==> config.mk <==
export PLATFORM = sky130hd
export DESIGN_NAME = busCycleUnit
export DESIGN_NICKNAME = d
export VERILOG_FILES = /design/src/rtl/busc_pkg.sv /design/src/rtl/busDatapath.sv /design/src/rtl/busSequencer.sv /design/src/rtl/busCycleUnit.sv
export SDC_FILE = /design/constraint.sdc
export NUM_CORES = 1
export LEC_CHECK = 0
export ABC_AREA = 1
export BUFFER_PORTS_ARGS = -buffer_cell sky130_fd_sc_hd__clkbuf_2
export CORE_ASPECT_RATIO = 1.5
export CORE_MARGIN = 8
export CORE_UTILIZATION = 35
export CTS_BUF_LIST = sky130_fd_sc_hd__clkbuf_2
export CTS_CLUSTER_DIAMETER = 50
export DETAILED_ROUTE_END_ITERATION = 8
export MAX_ROUTING_LAYER = met4
export SYNTH_ARGS = -nofsm -noshare
export SYNTH_HDL_FRONTEND = slang
export SYNTH_HIERARCHICAL = 1
export SYNTH_SLANG_ARGS = --single-unit
==> constraint.sdc <==
create_clock -name clk -period 1.6 [get_ports clk]
set_input_delay 0.32 -clock clk [delete_from_list [all_inputs] [get_ports clk]]
set_output_delay 0.32 -clock clk [all_outputs]
set_load 0.005 [all_outputs]
==> src/rtl/busc_pkg.sv <==
package busc_pkg;
  typedef enum logic [2:0] {
    PH_IDLE   = 3'd0,
    PH_ADDR   = 3'd1,
    PH_STROBE = 3'd2,
    PH_SAMPLE = 3'd3,
    PH_FINISH = 3'd4,
    PH_HOLD   = 3'd5
  } phase_e;

  // Strobes from sequencer to datapath
  typedef struct packed {
    logic loadReq;
    logic showAddr;
    logic showData;
    logic statusLive;
    logic cycleLive;
    logic floatBus;
  } dpCtl_t;

  // Decoded request attributes from datapath to sequencer
  typedef struct packed {
    logic isRead;
    logic isWrite;
    logic quiet;
  } reqInfo_t;

  localparam logic [2:0] ST_PASSIVE = 3'b111;
  localparam logic [1:0] INIT_CPU   = 2'd0;
  localparam logic [1:0] INIT_RFSH  = 2'd2;
endpackage

==> src/rtl/busDatapath.sv <==
module busDatapath
  import busc_pkg::*;
#(
  parameter int ADDR_W = 20,
  parameter int DATA_W = 16
) (
  input  logic              clk,
  input  logic              rstN,
  input  dpCtl_t            ctl,
  input  logic [2:0]        reqKind,
  input  logic [ADDR_W-1:0] reqAddr,
  input  logic              reqByte,
  input  logic [DATA_W-1:0] reqWrData,
  input  logic [1:0]        reqInit,
  output reqInfo_t          info,
  output logic [DATA_W-1:0] adOut,
  output logic              adOe,
  output logic [ADDR_W-DATA_W-1:0] addrHi,
  output logic              addrHiOe,
  output logic [2:0]        statusN,
  output logic              bheN,
  output logic              dtR
);
  localparam int HI_W = ADDR_W - DATA_W;

  logic [2:0]        kindR;
  logic [ADDR_W-1:0] addrR;
  logic              byteR;
  logic [DATA_W-1:0] dataR;
  logic [1:0]        initR;

  always_ff @(posedge clk) begin
    if (!rstN) begin
      kindR <= ST_PASSIVE;
      addrR <= '0;
      byteR <= 1'b0;
      dataR <= '0;
      initR <= INIT_CPU;
    end else if (ctl.loadReq) begin
      kindR <= reqKind;
      addrR <= reqAddr;
      byteR <= reqByte;
      dataR <= reqWrData;
      initR <= reqInit;
    end
  end

  logic isRefresh, notCpu, laneA0, laneBheN;

  always_comb begin
    info.isRead  = (kindR == 3'b001) || (kindR == 3'b100) || (kindR == 3'b101);
    info.isWrite = (kindR == 3'b010) || (kindR == 3'b110);
    info.quiet   = (kindR[1:0] == 2'b11);
    isRefresh    = (initR == INIT_RFSH);
    notCpu       = (initR != INIT_CPU);
    laneA0       = isRefresh | addrR[0];
    laneBheN     = isRefresh | (byteR & ~addrR[0]);
  end

  always_comb begin
    adOut  = '0;
    addrHi = '0;
    if (ctl.showAddr) begin
      adOut  = {addrR[DATA_W-1:1], laneA0};
      addrHi = addrR[ADDR_W-1:DATA_W];
    end else if (ctl.showData) begin
      adOut  = dataR;
      addrHi = {notCpu, {(HI_W-1){1'b0}}};
    end
    adOe     = ctl.showAddr | (ctl.showData & info.isWrite);
    addrHiOe = ~ctl.floatBus;
    statusN  = ctl.statusLive ? kindR : ST_PASSIVE;
    bheN     = ctl.cycleLive ? laneBheN : 1'b1;
    dtR      = ctl.cycleLive ? info.isWrite : 1'b1;
  end
endmodule

==> src/rtl/busSequencer.sv <==
module busSequencer
  import busc_pkg::*;
(
  input  logic     clk,
  input  logic     rstN,
  input  logic     reqValid,
  input  logic     reqLock,
  input  logic     srdy,
  input  logic     ardySync,
  input  logic     csAutoRdy,
  input  logic     holdReq,
  input  reqInfo_t info,
  output dpCtl_t   ctl,
  output logic     reqAccept,
  output logic     ale,
  output logic     rdN,
  output logic     wrN,
  output logic     denN,
  output logic     ctrlOe,
  output logic     hlda
);
  phase_e ph, phNext;
  logic   lockHeld, lockNext;
  logic   holdBlock, canStart, rdyHit, strobePh, dataPh;

  always_comb begin
    holdBlock = holdReq & ~lockHeld;
    canStart  = (ph == PH_IDLE) || (ph == PH_FINISH);
    reqAccept = canStart & reqValid & ~holdBlock;
    rdyHit    = srdy | ardySync | csAutoRdy | info.quiet;
    strobePh  = (ph == PH_STROBE) || (ph == PH_SAMPLE);
    dataPh    = strobePh || (ph == PH_FINISH);
  end

  always_comb begin
    phNext   = ph;
    lockNext = lockHeld;
    unique case (ph)
      PH_IDLE: begin
        if (holdBlock) phNext = PH_HOLD;
        else if (reqValid) begin
          phNext   = PH_ADDR;
          lockNext = reqLock;
        end else lockNext = 1'b0;
      end
      PH_ADDR:   phNext = PH_STROBE;
      PH_STROBE: phNext = PH_SAMPLE;
      PH_SAMPLE: if (rdyHit) phNext = PH_FINISH;
      PH_FINISH: begin
        if (holdBlock) phNext = PH_HOLD;
        else if (reqValid) begin
          phNext   = PH_ADDR;
          lockNext = reqLock;
        end else phNext = PH_IDLE;
      end
      PH_HOLD: begin
        lockNext = 1'b0;
        if (!holdReq) phNext = PH_IDLE;
      end
      default: phNext = PH_IDLE;
    endcase
  end

  always_ff @(posedge clk) begin
    if (!rstN) begin
      ph       <= PH_IDLE;
      lockHeld <= 1'b0;
    end else begin
      ph       <= phNext;
      lockHeld <= lockNext;
    end
  end

  always_comb begin
    ctl.loadReq    = reqAccept;
    ctl.showAddr   = (ph == PH_ADDR);
    ctl.showData   = dataPh;
    ctl.statusLive = (ph == PH_ADDR) || strobePh;
    ctl.cycleLive  = (ph == PH_ADDR) || dataPh;
    ctl.floatBus   = (ph == PH_HOLD);
    ale    = (ph == PH_ADDR);
    rdN    = ~(strobePh & info.isRead);
    wrN    = ~(strobePh & info.isWrite);
    denN   = ~(dataPh & ~info.quiet);
    ctrlOe = (ph != PH_HOLD);
    hlda   = (ph == PH_HOLD);
  end
endmodule

==> src/rtl/busCycleUnit.sv <==
module busCycleUnit
  import busc_pkg::*;
#(
  parameter int ADDR_W = 20,
  parameter int DATA_W = 16
) (
  input  logic              clk,
  input  logic              rstN,
  input  logic              reqValid,
  input  logic [2:0]        reqKind,
  input  logic [ADDR_W-1:0] reqAddr,
  input  logic              reqByte,
  input  logic [DATA_W-1:0] reqWrData,
  input  logic [1:0]        reqInit,
  input  logic              reqLock,
  output logic              reqAccept,
  input  logic              srdy,
  input  logic              ardySync,
  input  logic              csAutoRdy,
  input  logic              holdReq,
  output logic [DATA_W-1:0] adOut,
  output logic              adOe,
  output logic [ADDR_W-DATA_W-1:0] addrHi,
  output logic              addrHiOe,
  output logic              ale,
  output logic              rdN,
  output logic              wrN,
  output logic [2:0]        statusN,
  output logic              bheN,
  output logic              denN,
  output logic              dtR,
  output logic              ctrlOe,
  output logic              hlda
);
  dpCtl_t   ctl;
  reqInfo_t info;

  busSequencer u_seq (
    .clk(clk), .rstN(rstN), .reqValid(reqValid), .reqLock(reqLock),
    .srdy(srdy), .ardySync(ardySync), .csAutoRdy(csAutoRdy), .holdReq(holdReq),
    .info(info), .ctl(ctl), .reqAccept(reqAccept), .ale(ale), .rdN(rdN),
    .wrN(wrN), .denN(denN), .ctrlOe(ctrlOe), .hlda(hlda)
  );

  busDatapath #(.ADDR_W(ADDR_W), .DATA_W(DATA_W)) u_dp (
    .clk(clk), .rstN(rstN), .ctl(ctl), .reqKind(reqKind), .reqAddr(reqAddr),
    .reqByte(reqByte), .reqWrData(reqWrData), .reqInit(reqInit), .info(info),
    .adOut(adOut), .adOe(adOe), .addrHi(addrHi), .addrHiOe(addrHiOe),
    .statusN(statusN), .bheN(bheN), .dtR(dtR)
  );
endmodule

==> impl.org, run 1 <==
** Run status
- Status :: finished, violations left
- The checks that failed: negative setup slack.

** Logic synthesis
- Synthesis produced a netlist with a net count of 383.
- Number of synthesized register bits :: 46
- Dominant register cell in the synthesized netlist :: sky130_fd_sc_hd__dfxtp_1
- Post-synthesis cell area :: 2238 sq um
- Yosys warns :: 6
- Fraction of synthesis flops using an asynchronous set or reset pin :: 0%
- The synthesized netlist contains 25 unique library cells.
- Counting every instance in the synthesized netlist gives 333.
- A synthesized cell averages 6.722 sq um.
- Yosys mapped a number of flops with a built-in enable equal to 0.
- Cell type contributing the most total cell area after synthesis :: sky130_fd_sc_hd__dfxtp_1
- In the post-synthesis netlist, the cell with the most instances is sky130_fd_sc_hd__nand2_1.
- Sequential-to-total area share from yosys stat :: 41.14%
- Of the post-synthesis cell area, the dominant cell type holds 41.14%.
- Ranking of synthesized cells by area :: sky130_fd_sc_hd__dfxtp_1 41%, sky130_fd_sc_hd__nand2_1 14%, sky130_fd_sc_hd__nor2_1 13%
- Commonest cells in the netlist :: 84 x sky130_fd_sc_hd__nand2_1, 75 x sky130_fd_sc_hd__nor2_1, 46 x sky130_fd_sc_hd__dfxtp_1

** Clock tree
- Clock root buffer master :: sky130_fd_sc_hd__clkbuf_2
- Clock tree synthesis inserted a total of 5 buffers.
- The clock passes through at most 2 buffers.
- Buffers inserted to repair hold after CTS numbered 0.
- Worst-path clk slew :: 220 ps
- TritonCTS built the clock tree.
- Clock sinks :: 46
- # H-tree levels :: 2
- The later pin in the worst-skew pair is clocked with a latency of 400 ps.

** Placed design
- In this run the tool buffered the top-level ports with 83 buffer cells.
- Dpl hpwl :: 4685 um
- Last weighted congestion value of the routability-driven placer :: 0.8472
- Cell area after placement :: 2748 sq um

** Timing
- Setup total negative slack on the finished layout was measured at -8420 ps.
- In this run the tightest slew margin relative to its limit is 77.92%.
- Unrepaired setup endpoints after global routing :: true
- For this run, the top clock speed supported by timing is 512.2 MHz.
- Final-report hold violation count :: 0
- Setup-violating endpoint count in the final report :: 31
- In the post-route analysis, the smallest setup slack over all paths is -352.5 ps.
- At the pin with the least slew margin, the transition time is 330.9 ps.
- Between clock sinks in the finished design, the worst skew comes to 23.03 ps.
- Of the available clock period, the critical path in the final layout requires 122.0%.
- Number of slew-limit violations in the final report :: 0
- After layout, the minimum clock period comes to 1952 ps.

** GRT
- Number of global-route vias before repair :: 2290
- Aggregate global routing overflow :: 0
- The number of antenna violations at the first check in global routing came to 1.
- Global-route wire length before repair :: 10710 um
- For this run, the total global-route usage over all layers was measured as 14.69%.
- Entering global routing, the biggest net connects 40 pins.

** Floorplanning
- Die Outline Area :: 9263 sq um
- # IOs :: 84
- Die height :: 113.9 um
- In this run the core area contains 35 standard-cell rows.
- DIE WIDTH :: 81.30 um
- The core region is 6175 sq um.
- Starting utilization of the core area :: 36.25%

** Pwr
- Peak supply drop :: 0.4658 mV
- Static leakage power :: 1.606 nW
- After layout, the design draws a total of 3.128 mW.
- In this run the power density over the cells is 1047 nW/um^2.

** Route
- For this block, the routed nets add up to 6444 um of wire.
- Average vias per placed instance :: 4.594
- 1st-pass router iterations :: 4
- Post-detailed-route DRC marker count :: 0
- Antenna violation net count after detailed routing :: 0
- After the first detailed-routing iteration, the DRC count stood at 123.
- Vias :: 2320
- Wirelength per Cell :: 12.76 um

** Finish
- Nets@finish :: 479
- Of the cells placed in the final design, the portion with a size suffix greater than 1 is 38.14%.
- Compared with the post-synthesis result, the final layout area differs by 33.43%.
- Post-route cell area :: 2987 sq um

** Worst setup path
- CP arrival :: 1630 ps
- Kind of launch point of the worst setup path :: register
- STA classifies the critical path endpoint as an output port.
- Required time at the endpoint of the critical path :: 1280 ps
- Worst Setup Path Type :: reg2out
- Along the worst path, the maximum fanout reaches 10.

** Hold path
- The min-delay analysis places its worst path in the category in2reg.

** Flow run
- The tool flagged a number of max-cap violations equal to 0.
[layout make-up]
cell class              instances  area [sq um]
well taps                      74         92.59
clock inverters                 2         8.758
flip-flops and latches         46         929.6
clock buffers                   6         30.03
fillers                       679          3188
inverters                      26         102.6
repair buffers                110         688.2
multi-input cells             240          1132
diodes                          1         2.502
[worst paths after layout]
check	startpoint	endpoint	slack, ps	cells past startpoint
max	u_seq/ph[0]	adOut[0]	-350	8
min	reqKind[1]	u_dp/kindR[1]	110	3
max reg2reg	u_seq/ph[0]	u_dp/addrR[8]	100	8
min reg2reg	u_seq/lockHeld	u_seq/lockHeld	490	2
[timing repair]
| action | 4_1_cts | 5_1_grt |
|---|---|---|
| resized for setup | 35 | 11 |
| buffers inserted | 11 | 2 |
| pin swaps | 6 | 1 |
| gates cloned | 1 | 0 |
| endpoints found under the setup margin | 34 | 74 |
[cell families (layout without fill, tap and decap cells)]
group	Yosys count	count (layout)	share of synthesized area, %
AND/OR/NAND/NOR	188	188	35.27
other	0	1	0
buffers and inverters	47	144	11.68
flip-flops	46	46	41.14
AO/OA/AOI/OAI	52	52	11.91
[flip-flops by register name, indices dropped and copies added (netlist names)]
name            cells
u_dp/dataR         16
u_dp/byteR          1
u_seq/ph            3
u_dp/addrR         20
u_seq/lockHeld      1
u_dp/kindR          3
u_dp/initR          2
[report_power, final]
group	switching (mW)	internal, mW
clock	0.350	0.108
sequential	0.0962	1.30
combinational	0.682	0.589
total	1.13	2.00
[worst max-delay path: stages (launching register included)]
cell and delay [ps]:
sky130_fd_sc_hd__dfxtp_2 390, sky130_fd_sc_hd__inv_1 110, sky130_fd_sc_hd__nor3_4 40, sky130_fd_sc_hd__buf_4 160, sky130_fd_sc_hd__nor2_4 150, sky130_fd_sc_hd__buf_12 140
sky130_fd_sc_hd__nand2_1 60, sky130_fd_sc_hd__nand2_1 70, sky130_fd_sc_hd__clkbuf_2 110
[metrics by stage]
step / utilization, % / cells / hold slack (ps) / setup slack [ps]
2_1_floorplan: - / 333 / 442.2 / 11.04
3_3_place_gp: 44.50 / 487 / 467.2 / 23.74
3_5_place_dp: 44.50 / 487 / 463.8 / 19.36
4_1_cts: 47.98 / 505 / 90.19 / -379.5
5_1_grt: 48.37 / 505 / 67.56 / -508.4
6_report: 48.37 / 505 / 114.9 / -352.5
[metal layers]
layer  track usage (%)  wire length [um]  share of wire (%)  vias up
met5                 -                 0                  0        -
met4             5.509                91                1.4        0
met3             2.283               365                5.7        6
met2             24.24              3307                 51       73
met1             17.26              2679                 42     1025
li1                  -                 -                  -     1216
[placed cells by master, fill, tap and decap left out, drive strengths merged]
cell	n
nor2	90
clkbuf	88
nand2	86
dfxtp	46
o21ai	43
buf	28
inv	26
nand3	10
a21oi	8
clkinv	2
diode	1
o21bai	1
nor3	1
nand4	1
(Power assumes the default switching activity.)
==> inputs of run 2 (changes only) <==
--- a/config.mk
+++ b/config.mk
@@ -8,7 +8,6 @@
 export ABC_AREA = 1
 export BUFFER_PORTS_ARGS = -buffer_cell sky130_fd_sc_hd__clkbuf_2
 export CORE_ASPECT_RATIO = 1.5
-export CORE_MARGIN = 8
 export CORE_UTILIZATION = 35
 export CTS_BUF_LIST = sky130_fd_sc_hd__clkbuf_2
 export CTS_CLUSTER_DIAMETER = 50
==> impl.org, run 2 (synthesis gave the netlist of run 1 again) <==
** Finish
- 0 antenna diodes ended up in the layout.
- Share of layout cells above drive strength 1 :: 37.65%
- Registers with the most flip-flops :: u_dp/addrR (20), u_dp/dataR (16)
- Ranked by flip-flop count, first place goes to u_dp/addrR.
- Final instance count without filler cells :: 499
- Area growth syn-to-layout :: 36.17%
- Most frequent standard cell in the layout excluding fill and tap cells :: sky130_fd_sc_hd__clkbuf_2
- Across the whole layout, storage elements account for 933.4 sq um.
- Nets@finish :: 474
- Leaving out fill and tap cells, the most frequent cells in the layout are 81 x sky130_fd_sc_hd__clkbuf_2, 76 x sky130_fd_sc_hd__nand2_1, 73 x sky130_fd_sc_hd__nor2_1, 42 x sky130_fd_sc_hd__dfxtp_1, 28 x sky130_fd_sc_hd__o21ai_1.
- Layout fillers :: 657
- Area used by multi-input combinational logic :: 1134 sq um
- Largest register FFs :: 20

** Route
- Detailed router's first-iteration violation count :: 70
- The final route contains 2310 vias.
- Average vias per placed instance :: 4.629
- Antenna violation net count after detailed routing :: 0
- The first detailed-routing pass ran for 4 iterations.
- The final layout contains routed wiring with a total length of 5901 um.
- Post-detailed-route DRC marker count :: 0
- In the final routed layout, each cell accounts on average for 11.83 um.

** Worst setup path
- Worst setup path startpoint :: u_seq/ph[2]
- The largest individual stage delay along the critical path comes from the cell sky130_fd_sc_hd__dfxtp_4.
- Worst Setup Path Type :: reg2out
- For flop-to-flop paths, the worst setup slack is -90 ps.
- The worst setup path is launched from a register.
- Worst R2R End :: u_dp/addrR[9]
- Required time at the endpoint of the critical path :: 1280 ps
- Worst Path Max Fanout :: 17
- The critical path contains buffers and inverters numbering 3 combined.
- Critical path's top delay family :: flip-flops
- Levels on crit path :: 7
- Data on the critical path arrives at its endpoint at 1680 ps.
- Cell Chain, Critical Path :: nor3_4, buf_6, nor2_4, buf_12, o21ai_1, nand2_1, clkbuf_2
- STA classifies the critical path endpoint as an output port.
- Reg-to-reg critical path startpoint :: u_seq/ph[1]
- In this design, the stage delay of the slowest critical-path cell is 440 ps.
- Measured in cells, the most critical reg-to-reg path has a length of 10.

** Floorplanning
- FP Rows :: 35
- Die Outline Area :: 6726 sq um
- Die height :: 99.95 um
- # IOs :: 84
- Measured along the x axis, the die boundary spans 67.30 um.
- The region available for standard cell placement spans 6175 sq um.
- Starting utilization of the core area :: 36.25%

** Pwr
- Power comes to 3.353 mW.
- For this design the static power due to leakage is 1.624 nW.
- VDD sags by at most 0.5412 mV.
- Power Density :: 1100 nW/um^2

** Clock tree
- TritonCTS built the clock tree.
- The clock reaches the later pin of the worst-skew pair after 440 ps.
- Clock-pin slew was measured on the worst setup and hold paths at 270 ps.
- # H-tree levels :: 2
- Clock root buffer master :: sky130_fd_sc_hd__clkbuf_2
- Number of buffers created by CTS :: 5
- Longest Clk Path Bufs :: 2
- Post-CTS Hold Buffers :: 0
- Clock sinks :: 46

** Timing
- Unrepaired setup endpoints after global routing :: true
- Final-report hold violation count :: 0
- After layout, the worst setup slack is -396.3 ps.
- Final worst-path cycle share :: 124.8%
- Layout Skew :: 42.69 ps
- Setup-violating endpoint count in the final report :: 65
- Number of slew-limit violations in the final report :: 0
- The routed design could run at a clock period as short as 1996 ps.
- Derived from the worst setup path, the maximum achievable clock frequency is 500.9 MHz.
- Measured against its own limit, the worst slew margin works out to 77.41%.
- Final-layout worst hold slack :: 74.15 ps
- Slew of the pin with the lowest slew margin :: 338.8 ps

** Placed design
- The congestion estimate from routability-driven global placement came to 0.8407.
- Counting tap cells, the placed design contains a total of 484 instances.
- Dpl hpwl :: 4082 um
- In this run the tool buffered the top-level ports with 83 buffer cells.

** GRT
- The number of antenna violations at the first check in global routing was 0.
- Global-route total usage across every layer :: 18.37%
- For this run the aggregate overflow at the end of global routing stands at 0.
- The first global-routing pass estimated 9183 um of wire.
- The via count of the first global-routing pass is 2117.
- Entering global routing, the biggest net connects 40 pins.

** Hold path
- The min-delay analysis places its worst path in the category in2reg.
- The worst hold path terminates at u_dp/initR[1].
- WHS Path Cells :: 3
- In this run the most critical hold path is launched from reqInit[1].

** Run status
- Violated checks :: negative setup slack
- The run finished, with violations left.

** Flow run
- Max-capacitance violation count :: 0
==> run 2: changes by cell type in the layout (fill, tap and decap cells not counted), moves of 2 or more <==
cell / change
sky130_fd_sc_hd__inv_4: +2
sky130_fd_sc_hd__nand2_2: -5
sky130_fd_sc_hd__buf_4: -8
sky130_fd_sc_hd__o21ai_1: +26
sky130_fd_sc_hd__nand2_1: +3
sky130_fd_sc_hd__clkbuf_2: -7
sky130_fd_sc_hd__buf_8: +2
sky130_fd_sc_hd__o21ai_0: -26
sky130_fd_sc_hd__buf_2: +4
sky130_fd_sc_hd__inv_1: -2
sky130_fd_sc_hd__nand2_4: +2
==> run 2: per-layer routing <==
layer  wire [um]  up-vias  global-route usage, %
met2        3027       70                  29.38
met3         274       15                  3.750
met5           0        -                      -
li1            -     1204                      -
met1        2447     1021                  21.30
met4         151        0                  9.165
==> run 2: how the worst max path moves through the flow <==
stage                      to  slack, ps
floorplan           adOut[10]         10
finish              addrHi[3]       -400
detailed placement  addrHi[3]         30
global route        addrHi[3]       -530
global placement    addrHi[3]         60
CTS                 addrHi[3]       -430
==> run 2: report_power, final <==
part | leakage, nW | switching, mW | total, mW | internal, mW
sequential | 0.379 | 0.101 | 1.41 | 1.31
clock | 0.0433 | 0.398 | 0.666 | 0.268
combinational | 1.20 | 0.683 | 1.28 | 0.597
==> run 2: through the flow <==
stage               util (%)  area (sq um)  setup WS [ps]  setup TNS [ps]
global route           49.36          3048         -533.5          -17390
floorplan                  -          2238          11.04               0
finish                 49.36          3048         -396.3          -10830
detailed placement     44.74          2763          33.75               0
global placement       44.74          2763          56.05               0
CTS                    46.46          2869         -430.0           -9666
==> run 2: layout make-up <==
type                            count  area share (%)
Clock buffer                        5          0.8210
Clock inverter                      3           1.437
Inverter                           26           3.777
Tap cell                           74           3.038
Multi-Input combinational cell    240           37.19
Timing Repair Buffer              105           23.11
Sequential cell                    46           30.62
==> run 2: repair_timing <==
| action | 4_1_cts | 5_1_grt |
|---|---|---|
| setup endpoints to repair | 34 | 36 |
| resized for setup | 11 | 69 |
| buffers inserted | 1 | 5 |
| cloned | 0 | 1 |
| pin swaps | 1 | 4 |
==> run 2: worst reg2reg max path, stage by stage (launching register included) <==
cell	delay [ps]
sky130_fd_sc_hd__dfxtp_4	440
sky130_fd_sc_hd__nor2_4	100
sky130_fd_sc_hd__buf_4	120
sky130_fd_sc_hd__buf_6	100
sky130_fd_sc_hd__buf_6	110
sky130_fd_sc_hd__nand2_4	60
sky130_fd_sc_hd__nor2_4	130
sky130_fd_sc_hd__buf_8	170
sky130_fd_sc_hd__buf_12	190
sky130_fd_sc_hd__o21ai_0	110
sky130_fd_sc_hd__nor2_1	90
